--- config.mk ---
export PLATFORM = sky130hd
export DESIGN_NAME = spi_pkt_rx
export DESIGN_NICKNAME = d
export VERILOG_FILES = /design/src/rtl/spi_pkt_pkg.sv /design/src/rtl/spi_pkt_sync.sv /design/src/rtl/spi_pkt_shift.sv /design/src/rtl/spi_pkt_framer.sv /design/src/rtl/spi_pkt_rx.sv
export SDC_FILE = /design/constraint.sdc
export NUM_CORES = 1
export LEC_CHECK = 0
export BUFFER_PORTS_ARGS = -buffer_cell sky130_fd_sc_hd__buf_2
export CAP_MARGIN = 20
export CORE_ASPECT_RATIO = 0.75
export CORE_MARGIN = 4
export CORE_UTILIZATION = 55
export DETAILED_ROUTE_END_ITERATION = 10
export GPL_ROUTABILITY_DRIVEN = 0
export PLACE_DENSITY = 0.74
export RECOVER_POWER = 25
export SYNTH_ARGS = -nofsm -noshare
export SYNTH_HDL_FRONTEND = slang
export SYNTH_HIERARCHICAL = 1
export SYNTH_SLANG_ARGS = --single-unit
--- constraint.sdc ---
create_clock -name clk -period 6 [get_ports clk]
set_input_delay 1.2 -clock clk [delete_from_list [all_inputs] [get_ports clk]]
set_output_delay 1.2 -clock clk [all_outputs]
set_load 0.01 [all_outputs]
--- src/rtl/spi_pkt_pkg.sv ---
package spi_pkt_pkg;

    localparam int DATA_W  = 8;
    localparam int PKT_LEN = 28;
    localparam int IDX_W   = $clog2(PKT_LEN);
    localparam int BIT_W   = $clog2(DATA_W);

    typedef logic [DATA_W-1:0] word_t;
    typedef logic [IDX_W-1:0]  idx_t;
    typedef logic [BIT_W-1:0]  bitpos_t;

    typedef struct packed {
        logic  valid;
        word_t data;
        idx_t  idx;
        logic  last;
    } rx_beat_t;

    function automatic logic is_last_idx(idx_t i);
        return i == idx_t'(PKT_LEN - 1);
    endfunction

    function automatic idx_t next_idx(idx_t i);
        return is_last_idx(i) ? '0 : i + idx_t'(1);
    endfunction

endpackage

--- src/rtl/spi_pkt_sync.sv ---
module spi_pkt_sync #(
    parameter int STAGES = 2
) (
    input  logic clk,
    input  logic rst,
    input  logic sclk_in,
    input  logic mosi_in,
    output logic mosi_q,
    output logic rise
);
    logic [STAGES-1:0] sclk_pipe;
    logic [STAGES-1:0] mosi_pipe;
    logic              sclk_prev;

    generate
        for (genvar s = 0; s < STAGES; s++) begin : g_stage
            if (s == 0) begin : g_first
                always_ff @(posedge clk) begin
                    if (rst) begin
                        sclk_pipe[0] <= 1'b0;
                        mosi_pipe[0] <= 1'b0;
                    end else begin
                        sclk_pipe[0] <= sclk_in;
                        mosi_pipe[0] <= mosi_in;
                    end
                end
            end else begin : g_next
                always_ff @(posedge clk) begin
                    if (rst) begin
                        sclk_pipe[s] <= 1'b0;
                        mosi_pipe[s] <= 1'b0;
                    end else begin
                        sclk_pipe[s] <= sclk_pipe[s-1];
                        mosi_pipe[s] <= mosi_pipe[s-1];
                    end
                end
            end
        end
    endgenerate

    always_ff @(posedge clk) begin
        if (rst) sclk_prev <= 1'b0;
        else     sclk_prev <= sclk_pipe[STAGES-1];
    end

    assign rise   = sclk_pipe[STAGES-1] & ~sclk_prev;
    assign mosi_q = mosi_pipe[STAGES-1];

    // a detected edge cannot repeat on the following cycle
    p_rise_single_r3: assert property (@(posedge clk) disable iff (rst)
        rise |=> !rise);
endmodule

--- src/rtl/spi_pkt_shift.sv ---
module spi_pkt_shift
    import spi_pkt_pkg::*;
(
    input  logic    clk,
    input  logic    rst,
    input  logic    rise,
    input  logic    bit_in,
    input  logic    flush,
    output bitpos_t bit_cnt,
    output logic    fire,
    output word_t   word
);
    word_t sh;

    assign fire = rise && (bit_cnt == bitpos_t'(DATA_W - 1));
    assign word = {sh[DATA_W-2:0], bit_in};

    always_ff @(posedge clk) begin
        if (rst) begin
            sh      <= '0;
            bit_cnt <= '0;
        end else if (flush) begin
            sh      <= '0;
            bit_cnt <= '0;
        end else if (rise) begin
            sh      <= word;
            bit_cnt <= bit_cnt + bitpos_t'(1);
        end
    end

    // a flush and an edge are never seen together (timer restarts on edges)
    p_flush_no_edge_r6: assert property (@(posedge clk) disable iff (rst)
        flush |-> !rise);
    p_flush_clears_r6: assert property (@(posedge clk) disable iff (rst)
        flush |=> bit_cnt == '0);
endmodule

--- src/rtl/spi_pkt_framer.sv ---
module spi_pkt_framer
    import spi_pkt_pkg::*;
#(
    parameter int IDLE_CYCLES = 500000
) (
    input  logic     clk,
    input  logic     rst,
    input  logic     rise,
    input  logic     fire,
    input  word_t    word,
    input  bitpos_t  bit_cnt,
    output logic     flush,
    output idx_t     byte_cnt,
    output rx_beat_t beat,
    output logic     frag
);
    localparam int TW = $clog2(IDLE_CYCLES + 1);
    localparam logic [TW-1:0] T_LAST = TW'(IDLE_CYCLES - 1);
    localparam logic [TW-1:0] T_SAT  = TW'(IDLE_CYCLES);

    logic [TW-1:0] idle_cnt;
    logic          pending;

    assign pending = (bit_cnt != '0) || (byte_cnt != '0);
    assign flush   = (idle_cnt == T_LAST) && !rise;

    always_ff @(posedge clk) begin
        if (rst)                  idle_cnt <= '0;
        else if (rise)            idle_cnt <= '0;
        else if (idle_cnt != T_SAT) idle_cnt <= idle_cnt + TW'(1);
    end

    always_ff @(posedge clk) begin
        if (rst) begin
            byte_cnt <= '0;
            beat     <= '0;
            frag     <= 1'b0;
        end else begin
            beat.valid <= fire;
            beat.last  <= fire && is_last_idx(byte_cnt);
            frag       <= flush && pending;
            if (fire) begin
                beat.data <= word;
                beat.idx  <= byte_cnt;
            end
            if (flush)     byte_cnt <= '0;
            else if (fire) byte_cnt <= next_idx(byte_cnt);
        end
    end

    p_idx_range_r4: assert property (@(posedge clk) disable iff (rst)
        beat.valid |-> beat.idx < idx_t'(PKT_LEN));
    p_done_last_r5: assert property (@(posedge clk) disable iff (rst)
        beat.last |-> beat.valid && is_last_idx(beat.idx));
    p_wrap_r4: assert property (@(posedge clk) disable iff (rst)
        beat.last |-> byte_cnt == '0);
endmodule

--- src/rtl/spi_pkt_rx.sv ---
module spi_pkt_rx
    import spi_pkt_pkg::*;
#(
    parameter int IDLE_CYCLES = 500000,
    parameter int SYNC_STAGES = 2
) (
    input  logic             clk,
    input  logic             rst,
    input  logic             sclk,
    input  logic             mosi,
    output logic             byte_valid,
    output logic [DATA_W-1:0] byte_data,
    output logic [IDX_W-1:0]  byte_idx,
    output logic             pkt_done,
    output logic             frag_err
);
    logic     rise, mosi_q, fire, flush, frag;
    bitpos_t  bit_cnt;
    word_t    word;
    idx_t     byte_cnt;
    rx_beat_t beat;

    spi_pkt_sync #(.STAGES(SYNC_STAGES)) u_sync (
        .clk(clk), .rst(rst), .sclk_in(sclk), .mosi_in(mosi),
        .mosi_q(mosi_q), .rise(rise)
    );

    spi_pkt_shift u_shift (
        .clk(clk), .rst(rst), .rise(rise), .bit_in(mosi_q), .flush(flush),
        .bit_cnt(bit_cnt), .fire(fire), .word(word)
    );

    spi_pkt_framer #(.IDLE_CYCLES(IDLE_CYCLES)) u_framer (
        .clk(clk), .rst(rst), .rise(rise), .fire(fire), .word(word),
        .bit_cnt(bit_cnt), .flush(flush), .byte_cnt(byte_cnt),
        .beat(beat), .frag(frag)
    );

    assign byte_valid = beat.valid;
    assign byte_data  = beat.data;
    assign byte_idx   = beat.idx;
    assign pkt_done   = beat.last;
    assign frag_err   = frag;

    p_valid_pulse_r3: assert property (@(posedge clk) disable iff (rst)
        byte_valid |=> !byte_valid);
    p_no_overlap_r11: assert property (@(posedge clk) disable iff (rst)
        !(byte_valid && frag_err));
    p_frag_clean_r6: assert property (@(posedge clk) disable iff (rst)
        frag_err |-> bit_cnt == '0 && byte_cnt == '0);
    p_frag_pulse_r7: assert property (@(posedge clk) disable iff (rst)
        frag_err |=> !frag_err);
endmodule

Yosys cells after proc, flatten, opt, wreduce, memory -nomap -nowiden
Cells that the tools add are included.
- register bits: 55
- bits of input ports: 4
- word-level logic and storage cells: 34
- $add $sub $neg: 3
- eq/ne operators: 4
- mux-type cells: 1
- bitwise operators: 2
- reductions and logical operators: 10
- operators by type and width (kind ; count):
    $add A19 B1 Y19 const B ; 1
    $eq A19 B19 Y1 const B ; 1
    $ne A19 B19 Y1 const B ; 1
    $add A5 B1 Y5 const B ; 1
    $eq A5 B5 Y1 const B ; 1
    $mux W5 ; 1
    $reduce_bool A5 Y1 ; 1
    $logic_and A1 B1 Y1 ; 4
    $reduce_or A2 Y1 ; 2
    $add A3 B1 Y3 const B ; 1
    $eq A3 B3 Y1 const B ; 1
    $reduce_bool A3 Y1 ; 1
    $and A1 B1 Y1 ; 1
    $logic_not A1 Y1 ; 1
    $logic_or A1 B1 Y1 ; 1
    $not A1 Y1 ; 1

Logic depth before layout (Yosys ltp)
Gate-level depths: netlist (run 1).
- depth in word-level cells: 5
- depth in mapped cells: 8
- depth with buffers taken out: 7

Modules after synthesis
Netlist (run 1), hierarchy kept.
- by module, submodules not included (module ; instances ; cells an instance ; area an instance (µm²) ; sequential area each (µm²)):
    spi_pkt_framer ; 1 ; 186 ; 1783.0 ; 800.8
    spi_pkt_shift ; 1 ; 37 ; 406.6 ; 200.2
    spi_pkt_sync ; 1 ; 11 ; 137.6 ; 100.1

Worst setup path after synthesis (run 1)
Ideal clock, no wire load.
- path type: input to register
- start point: in rst
- end point: reg u_framer.idle_cnt[10]
- setup time: 0.128 ns
- arrival time: 2.157 ns
- required time: 5.872 ns
- path slack: 3.716 ns
- stages: 5
- cell sequence: clkbuf_1 > or2_2 > clkbuf_1 > clkbuf_1 > nor2_1
- cells in the longest elaborated chain, start to end: 1
- RTL lines (what ; line ; text):
    from (decl) ; spi_pkt_rx.sv:8 ; input logic rst,
    $reduce_or A2 Y1 (no source line) ; n/a ;
    to (signal assigned) ; spi_pkt_framer.sv:30 ; else if (idle_cnt != T_SAT) idle_cnt <= idle_cnt + TW'(1);
    to (decl) ; spi_pkt_framer.sv:21 ; logic [TW-1:0] idle_cnt;
Every way passes these cells.
A chain may end at the register's enable or synchronous reset.

Final worst setup path (run 1)
- start point: in rst
- end point: reg u_framer.idle_cnt[1]
The elaborated chain is that of the path after synthesis.

==> results of run 1 <==
## cell families (layout without fill, tap and decap cells)
logic type / after synthesis / in the layout / synth area share, %
multiplexers: 25 / 25 / 10.8
AND/OR/NAND/NOR: 101 / 101 / 24.0
buffers and inverters: 18 / 34 / 4.25
AO/OA/AOI/OAI: 15 / 15 / 5.16
XOR/XNOR: 14 / 14 / 5.27
adder cells (fa/ha/maj): 6 / 6 / 3.23
flip-flops: 55 / 55 / 47.3
## through the flow
stage          util, %  instance area (sq um)
5_1_grt           61.7                   2500
6_report          61.7                   2500
3_3_place_gp      59.8                   2420
3_5_place_dp      59.8                   2420
2_1_floorplan        -                   2330
4_1_cts           61.8                   2500
## cell type report
type / count / area (sq um) / area share (%)
tap: 55 / 68.8 / 2.75
clock buffer: 7 / 76.3 / 3.05
inverter: 6 / 22.5 / 0.900
sequential: 55 / 1100 / 44.0
multi-input combinational: 161 / 1130 / 45.0
timing repair buffer: 20 / 101 / 4.05
clock inverter: 1 / 5.00 / 0.200
## registers in the layout, summed over array words and instances (netlist names)
name               count
u_framer/byte_cnt      5
u_shift/sh             7
u_shift/bit_cnt        3
u_sync/sclk_pipe       2
u_framer/idle_cnt     19
u_sync/mosi_q          1
u_sync/mosi_pipe       1
u_framer/beat         15
u_framer/frag          1
u_sync/sclk_prev       1
## cell usage in the layout (no fill, tap or decap), types with 2 or more instances in the layout
cell / instances
a21oi_1: 4
and2_1: 3
and3_1: 3
and4_1: 5
and4b_1: 2
buf_2: 18
clkbuf_1: 3
clkbuf_8: 5
dfxtp_1: 55
ha_1: 6
inv_1: 6
mux2i_1: 25
nand2_1: 6
nand3_1: 6
nand4_1: 7
nor2_1: 44
nor2b_1: 8
nor3_1: 3
o21ai_0: 2
o31ai_1: 2
or2_0: 2
or3_1: 2
xnor2_1: 3
xor2_1: 11
## worst reg2reg max path, stage by stage (launching register included)
cell,delay [ns]
dfxtp_1,0.39
ha_1,0.17
ha_1,0.13
and2_1,0.82
nand3_1,0.20
nor3b_1,0.25
a21oi_1,0.06
nor2_1,0.08
## metal layers
layer / global-route usage, % / vias up / wire length [microns]
met5: 0 / - / 0
met4: 6.73 / 0 / 52
met3: 4.38 / 5 / 198
met2: 21.9 / 25 / 1620
met1: 21.1 / 750 / 1990
li1: - / 837 / -
## power groups by stage
stage | clock network (W) | registers [W] | logic [W]
after global routing | 0.000214 | 0.000372 | 0.0000222
after detailed placement | 0 | 0.000380 | 0.0000203
after floorplan | 0 | 0.000379 | 0.0000173
after CTS | 0.000199 | 0.000371 | 0.0000204
after global placement | 0 | 0.000380 | 0.0000196
final | 0.000190 | 0.000371 | 0.0000199
## worst min path at each step
stage,from,to,cells past startpoint
floorplan,u_sync/mosi_pipe[0],u_sync/mosi_q,1
global placement,u_sync/sclk_pipe[0],u_sync/sclk_pipe[1],1
detailed placement,u_sync/mosi_pipe[0],u_sync/mosi_q,1
CTS,u_sync/mosi_pipe[0],u_sync/mosi_q,1
global route,u_sync/mosi_pipe[0],u_sync/mosi_q,1
finish,u_sync/mosi_pipe[0],u_sync/mosi_q,1
==> run metrics, run 1 <==
Mapped Cells=234; starting density of the core=~57%; GRT overflow=0; Die Span Y=64.3 microns; CTS clk-pin slew, worst paths=0.09 ns; synth unique cells=43; RSZ-0062 raised after global routing=false; CP Capture Point=u_framer/idle_cnt[1]; cells on worst reg2reg path=7; # IOs=20; Clock Path Buffers=2; Comb pwr share=under 10%; First DRT Iteration DRCs=between 90 and 100; Arr. time, crit path=2.91 ns; R2R Setup Slk=3.85 ns; number of synthesized flops with an enable pin=0; skew final=0.00687 ns; fillcell total=around 370; final std cells w/o fill=305; vias in the first global route=~1400; VDD IR max=around 0.00014 V; cts repair resizes=0; Seq/Total Area, Yosys=47.3%; post-cts hold buffer count=0; setup bufs post-CTS=0; sequential power share=63.9%; Yosys warnings=6; area grow syn2layout=7.53%; critical path depth=3; HPWL Detailed=2650 microns; pins over their slew limit=0; CTS root buffer=clkbuf_8; Pwr Total=0.000581 W; Worst Setup End Kind=register; final hold violation count=0; Pleak=~1 nW; switching share of power=21.2%; cell internal pwr=0.000458 W; Reg-to-Reg Start=u_shift/bit_cnt[0]; status=finished clean; placed cells=297; sw power=0.000123 W; TNS Setup=0 ns; min Tclk post-route=2.75 ns; Async SR Flop Fraction=0%; Max-Cap Viols=0; Post-Synthesis Cell Area=2330 sq um; Via density=between 5 and 6; I/O Buffers=19; diode count=0; Clock Power Share=about a third; top cells by count, synth=dfxtp_1 (55), nor2_1 (44), mux2i_1 (25), xor2_1 (11), nor2b_1 (8); CP delay by family, top=simple AND/OR/NAND/NOR gates; Yosys reg bits=55; Crit path buffers/inverters=1; most area-consuming cells after synthesis=dfxtp_1 (47%), mux2i_1 (11%), nor2_1 (7.1%), xor2_1 (4.1%), ha_1 (3.2%); cells along the critical path=clkbuf_1 > or2_0 > o41ai_1; DR WL/cell=about 13 microns; Die ar.=5350 sq um; Global Route Usage Sum=about 15%; Core Footprint=4050 sq um; Avg Cell Area, Syn=9.95 sq um; Worst-Skew Late Latency=around 0.30 ns; Routed Antenna Nets=0; CP max stage cell=or2_0; Hold Slack=0.451 ns; layout cells sized above 1=12.8%; CTS tree=done; Min-Delay Path Class=reg -> reg; Sink Count=55; Setup Slack @ Placement=3.61 ns; Final period util=about 46%; via count=roughly 1600; Worst Setup Path Type=in -> reg; Pwr per Cell Area=232 nW/um^2; FP Rows=20; relative slew slack=between 30% and 40%; ys flop type=dfxtp_1; FF-to-FF End=u_framer/byte_cnt[4]; drt first pass iters=4; top-count cell post-synth=dfxtp_1; post-synth top area share=47.3%; CTS H-tree depth=2; Final Setup Violations=0; largest net degree at the start of global routing=25; first-pass GRT wire length=6490 microns; Final Worst Setup Slack=3.25 ns; worst-margin pin slew=1.05 ns; final WL=3860 microns; syn_nets=244; Required @ worst endpoint=a little over 6 ns; startpoint types=input port; CP Max Fanout=24; initial antenna violation count=0; dominant cell type by area after synthesis=dfxtp_1; NumNets Final=259; TritonCTS buffer count=5; fmax=363 MHz; CP max stage delay=0.85 ns; Setup crit start=rst; DIE WIDTH=around 83 microns; DRC viols=0
No activity file was read; power rests on OpenSTA's default activity.
==> run 2: changes to the inputs <==
--- a/config.mk
+++ b/config.mk
@@ -5,6 +5,7 @@
 export SDC_FILE = /design/constraint.sdc
 export NUM_CORES = 1
 export LEC_CHECK = 0
+export ABC_AREA = 1
 export BUFFER_PORTS_ARGS = -buffer_cell sky130_fd_sc_hd__buf_2
 export CAP_MARGIN = 20
 export CORE_ASPECT_RATIO = 0.75
==> constraint.sdc (replaced) <==
create_clock -name clk -period 2.8 [get_ports clk]
set_input_delay 0.56 -clock clk [delete_from_list [all_inputs] [get_ports clk]]
set_output_delay 0.56 -clock clk [all_outputs]
set_load 0.01 [all_outputs]
==> run metrics, run 2 <==
Required @ worst endpoint=3.00 ns; Synth Area in XOR/XNOR=0.700%; vias in the first global route=1815; GRT overflow=0; Final period util=62.7%; CP max stage cell=dfxtp_1; Max-Cap Viols=0; commonest non-fill, non-tap cell in the layout=nor2_1; Worst Setup End Kind=register; CTS tree=done; Clock Power Share=33.9%; Pwr per Cell Area=485 nW/um^2; Arr. time, crit path=1.96 ns; Reg-to-Reg Start=u_shift/bit_cnt[0]; Routed Antenna Nets=0; Die Span Y=66.4 microns; Final Setup Violations=0; Pleak=1.19 nW; Yosys warnings=6; largest registers=u_framer/idle_cnt x19, u_framer/beat x15, u_shift/sh x7; # IOs=20; simple-gate share of the synthesized area=33.3%; final hold violation count=0; VDD IR max=0.000383 V; met1 GRT Util=26.5%; starting density of the core=approximately 59%; max reg flops=19; largest family of logic cells by synthesized area=simple AND/OR/NAND/NOR gates; cts repair resizes=0; DRC viols=0; Min-Delay Path Class=reg -> reg; hold depth=2; Worst-Skew Late Latency=around 0.3 ns; Mapped Cells=~350; sequential power share=61.0%; startpoint types=register; first-pass GRT wire length=between 8000 and 9000 microns; number of synthesized flops with an enable pin=0; Global Route Usage Sum=~18%; setup bufs post-CTS=0; TritonCTS buffer count=5; worst-margin pin slew=about 0.6 ns; Crit path buffers/inverters=3; via count=between 2000 and 2500; ys flop type=dfxtp_1; most area-consuming cells after synthesis=dfxtp_1 (44%), nor2_1 (10%), nand2_1 (9.1%), inv_1 (7.0%), o21ai_0 (5.0%); cells on worst reg2reg path=9; I/O Buffers=19; status=finished clean; FP Rows=20; Clock Path Buffers=2; CTS H-tree depth=2; CP delay by family, top=buffers and inverters; CTS clk-pin slew, worst paths=0.09 ns; dominant cell type by area after synthesis=dfxtp_1; busiest layer in global routing=met1; CP Max Fanout=24; top-count cell post-synth=nor2_1; R2R Setup Slk=1.04 ns; relative slew slack=60.2%; initial antenna violation count=0; Core Footprint=4230 sq um; switching share of power=a little under a quarter; sw power=about 0.0003 W; Worst Setup Path Type=reg -> reg; area grow syn2layout=8.80%; DR WL/cell=11.2 microns; Die ar.=5710 sq um; Async SR Flop Fraction=0%; CP max stage delay=0.34 ns; syn_nets=361; multiplexer area fraction after synthesis=0%; Avg Cell Area, Syn=7.13 sq um; cell internal pwr=0.00102 W; post-synth top area share=between 40 and 50%; min-delay src=u_sync/sclk_pipe[0]; CTS root buffer=clkbuf_8; Sink Count=55; Seq/Total Area, Yosys=44.0%; WHS Endpoint=u_sync/sclk_pipe[1]; pins over their slew limit=0; post-cts hold buffer count=0; min Tclk post-route=1.76 ns; cells along the critical path=ha_1 > ha_1 > nand2_1 > inv_1 > buf_4 > inv_1 > o21ai_0 > o21ai_0 > nor2_1; diode count=0; Comb pwr share=5.1%; met3 Usage GRT=4.11%; fillcell total=398; FF-to-FF End=u_framer/byte_cnt[4]; fmax=570 MHz; First DRT Iteration DRCs=161; Yosys reg bits=55; skew final=0.00590 ns; commonest cells after routing, fill and taps aside=nor2_1 (70), nand2_1 (61), dfxtp_1 (55), inv_1 (47), o21ai_0 (25); Post-Synth Adder-Cell Area=3.00%; Pwr Total=roughly 0.0013 W; drt first pass iters=5; top cells by count, synth=nor2_1 (70), nand2_1 (61), dfxtp_1 (55), inv_1 (47), o21ai_0 (25); Via density=4.98; TNS Setup=0 ns; RSZ-0062 raised after global routing=false; Largest Register=u_framer/idle_cnt; HPWL Detailed=3520 microns; synth unique cells=28; Synth Area in Compound Gates=9.65%; met2 global-route usage=26.2%; layout cells sized above 1=between 10% and 20%; largest net degree at the start of global routing=25; DIE WIDTH=85.9 microns; final WL=4780 microns; Post-Synthesis Cell Area=2500 sq um; NumNets Final=382
run 2: cell types whose count changed after synthesis, sizes merged, moves of 8 or more:
| cell | change |
|---|---|
| inv | +42 |
| nor2 | +40 |
| o21ai | +23 |
| mux2i | -25 |
| nand2 | +60 |
| nor2b | -8 |
| nand3 | +13 |
| xor2 | -9 |
| a21oi | +14 |
run 2: worst max-delay path by stage:
stage,start,endpoint,slack [ns],depth (start not counted)
finish,u_shift/bit_cnt[0],u_framer/byte_cnt[4],1.04,9
floorplan,u_sync/sclk_pipe[1],u_framer/byte_cnt[1],1.31,9
detailed placement,u_shift/bit_cnt[0],u_framer/byte_cnt[4],1.06,9
CTS,u_shift/bit_cnt[0],u_framer/byte_cnt[4],1.05,9
global route,u_shift/bit_cnt[0],u_framer/byte_cnt[4],0.87,9
global placement,u_shift/bit_cnt[0],u_framer/byte_cnt[4],1.11,9
run 2: cell type report:
cell class | count | area, sq um | share of cell area (%)
repair buffers | 22 | 106 | 3.90
inverters | 49 | 185 | 6.80
clock buffers | 7 | 86.3 | 3.17
clock inverters | 1 | 8.76 | 0.322
multi-input cells | 239 | 1170 | 42.9
well taps | 55 | 68.8 | 2.53
flip-flops and latches | 55 | 1100 | 40.4
run 2: metal layers:
metal / vias up / share of wire, % / wire (microns)
met4: 0 / 0.084 / 4
met2: 43 / 42 / 1990
li1: 1144 / - / -
met3: 2 / 5.9 / 281
met5: - / 0 / 0
met1: 942 / 52 / 2500
run 2: per-stage QoR:
step	instance area (sq um)	instances	hold WS (ns)	setup slack, ns	util (%)
CTS	2740	428	0.409	1.05	64.7
global route	2720	428	0.429	0.870	64.4
floorplan	2500	351	0.388	1.31	-
finish	2720	428	0.409	1.04	64.4
global placement	2640	420	0.390	1.11	62.4
detailed placement	2640	420	0.396	1.06	62.4
run 2: logic make-up after synthesis:
family / after synthesis
adders and majority gates: 6
AOI/OAI and AO/OA: 47
xor gates and xnor gates: 2
DFF: 55
buffers and inverters: 57
and+or+nand+nor: 184
run 2: worst min-delay path: stages, from the launching register on:
cell     delay [ns]
dfxtp_1        0.31
inv_1          0.04
nor2_1         0.03
run 2: power groups by stage:
stage | Sequential [W] | Combinational (W) | Clock (W)
final | 0.000806 | 0.0000676 | 0.000448
after global placement | 0.000824 | 0.0000665 | 0
after detailed placement | 0.000824 | 0.0000681 | 0
after CTS | 0.000806 | 0.0000685 | 0.000461
after floorplan | 0.000822 | 0.0000546 | 0
after global routing | 0.000809 | 0.0000791 | 0.000501
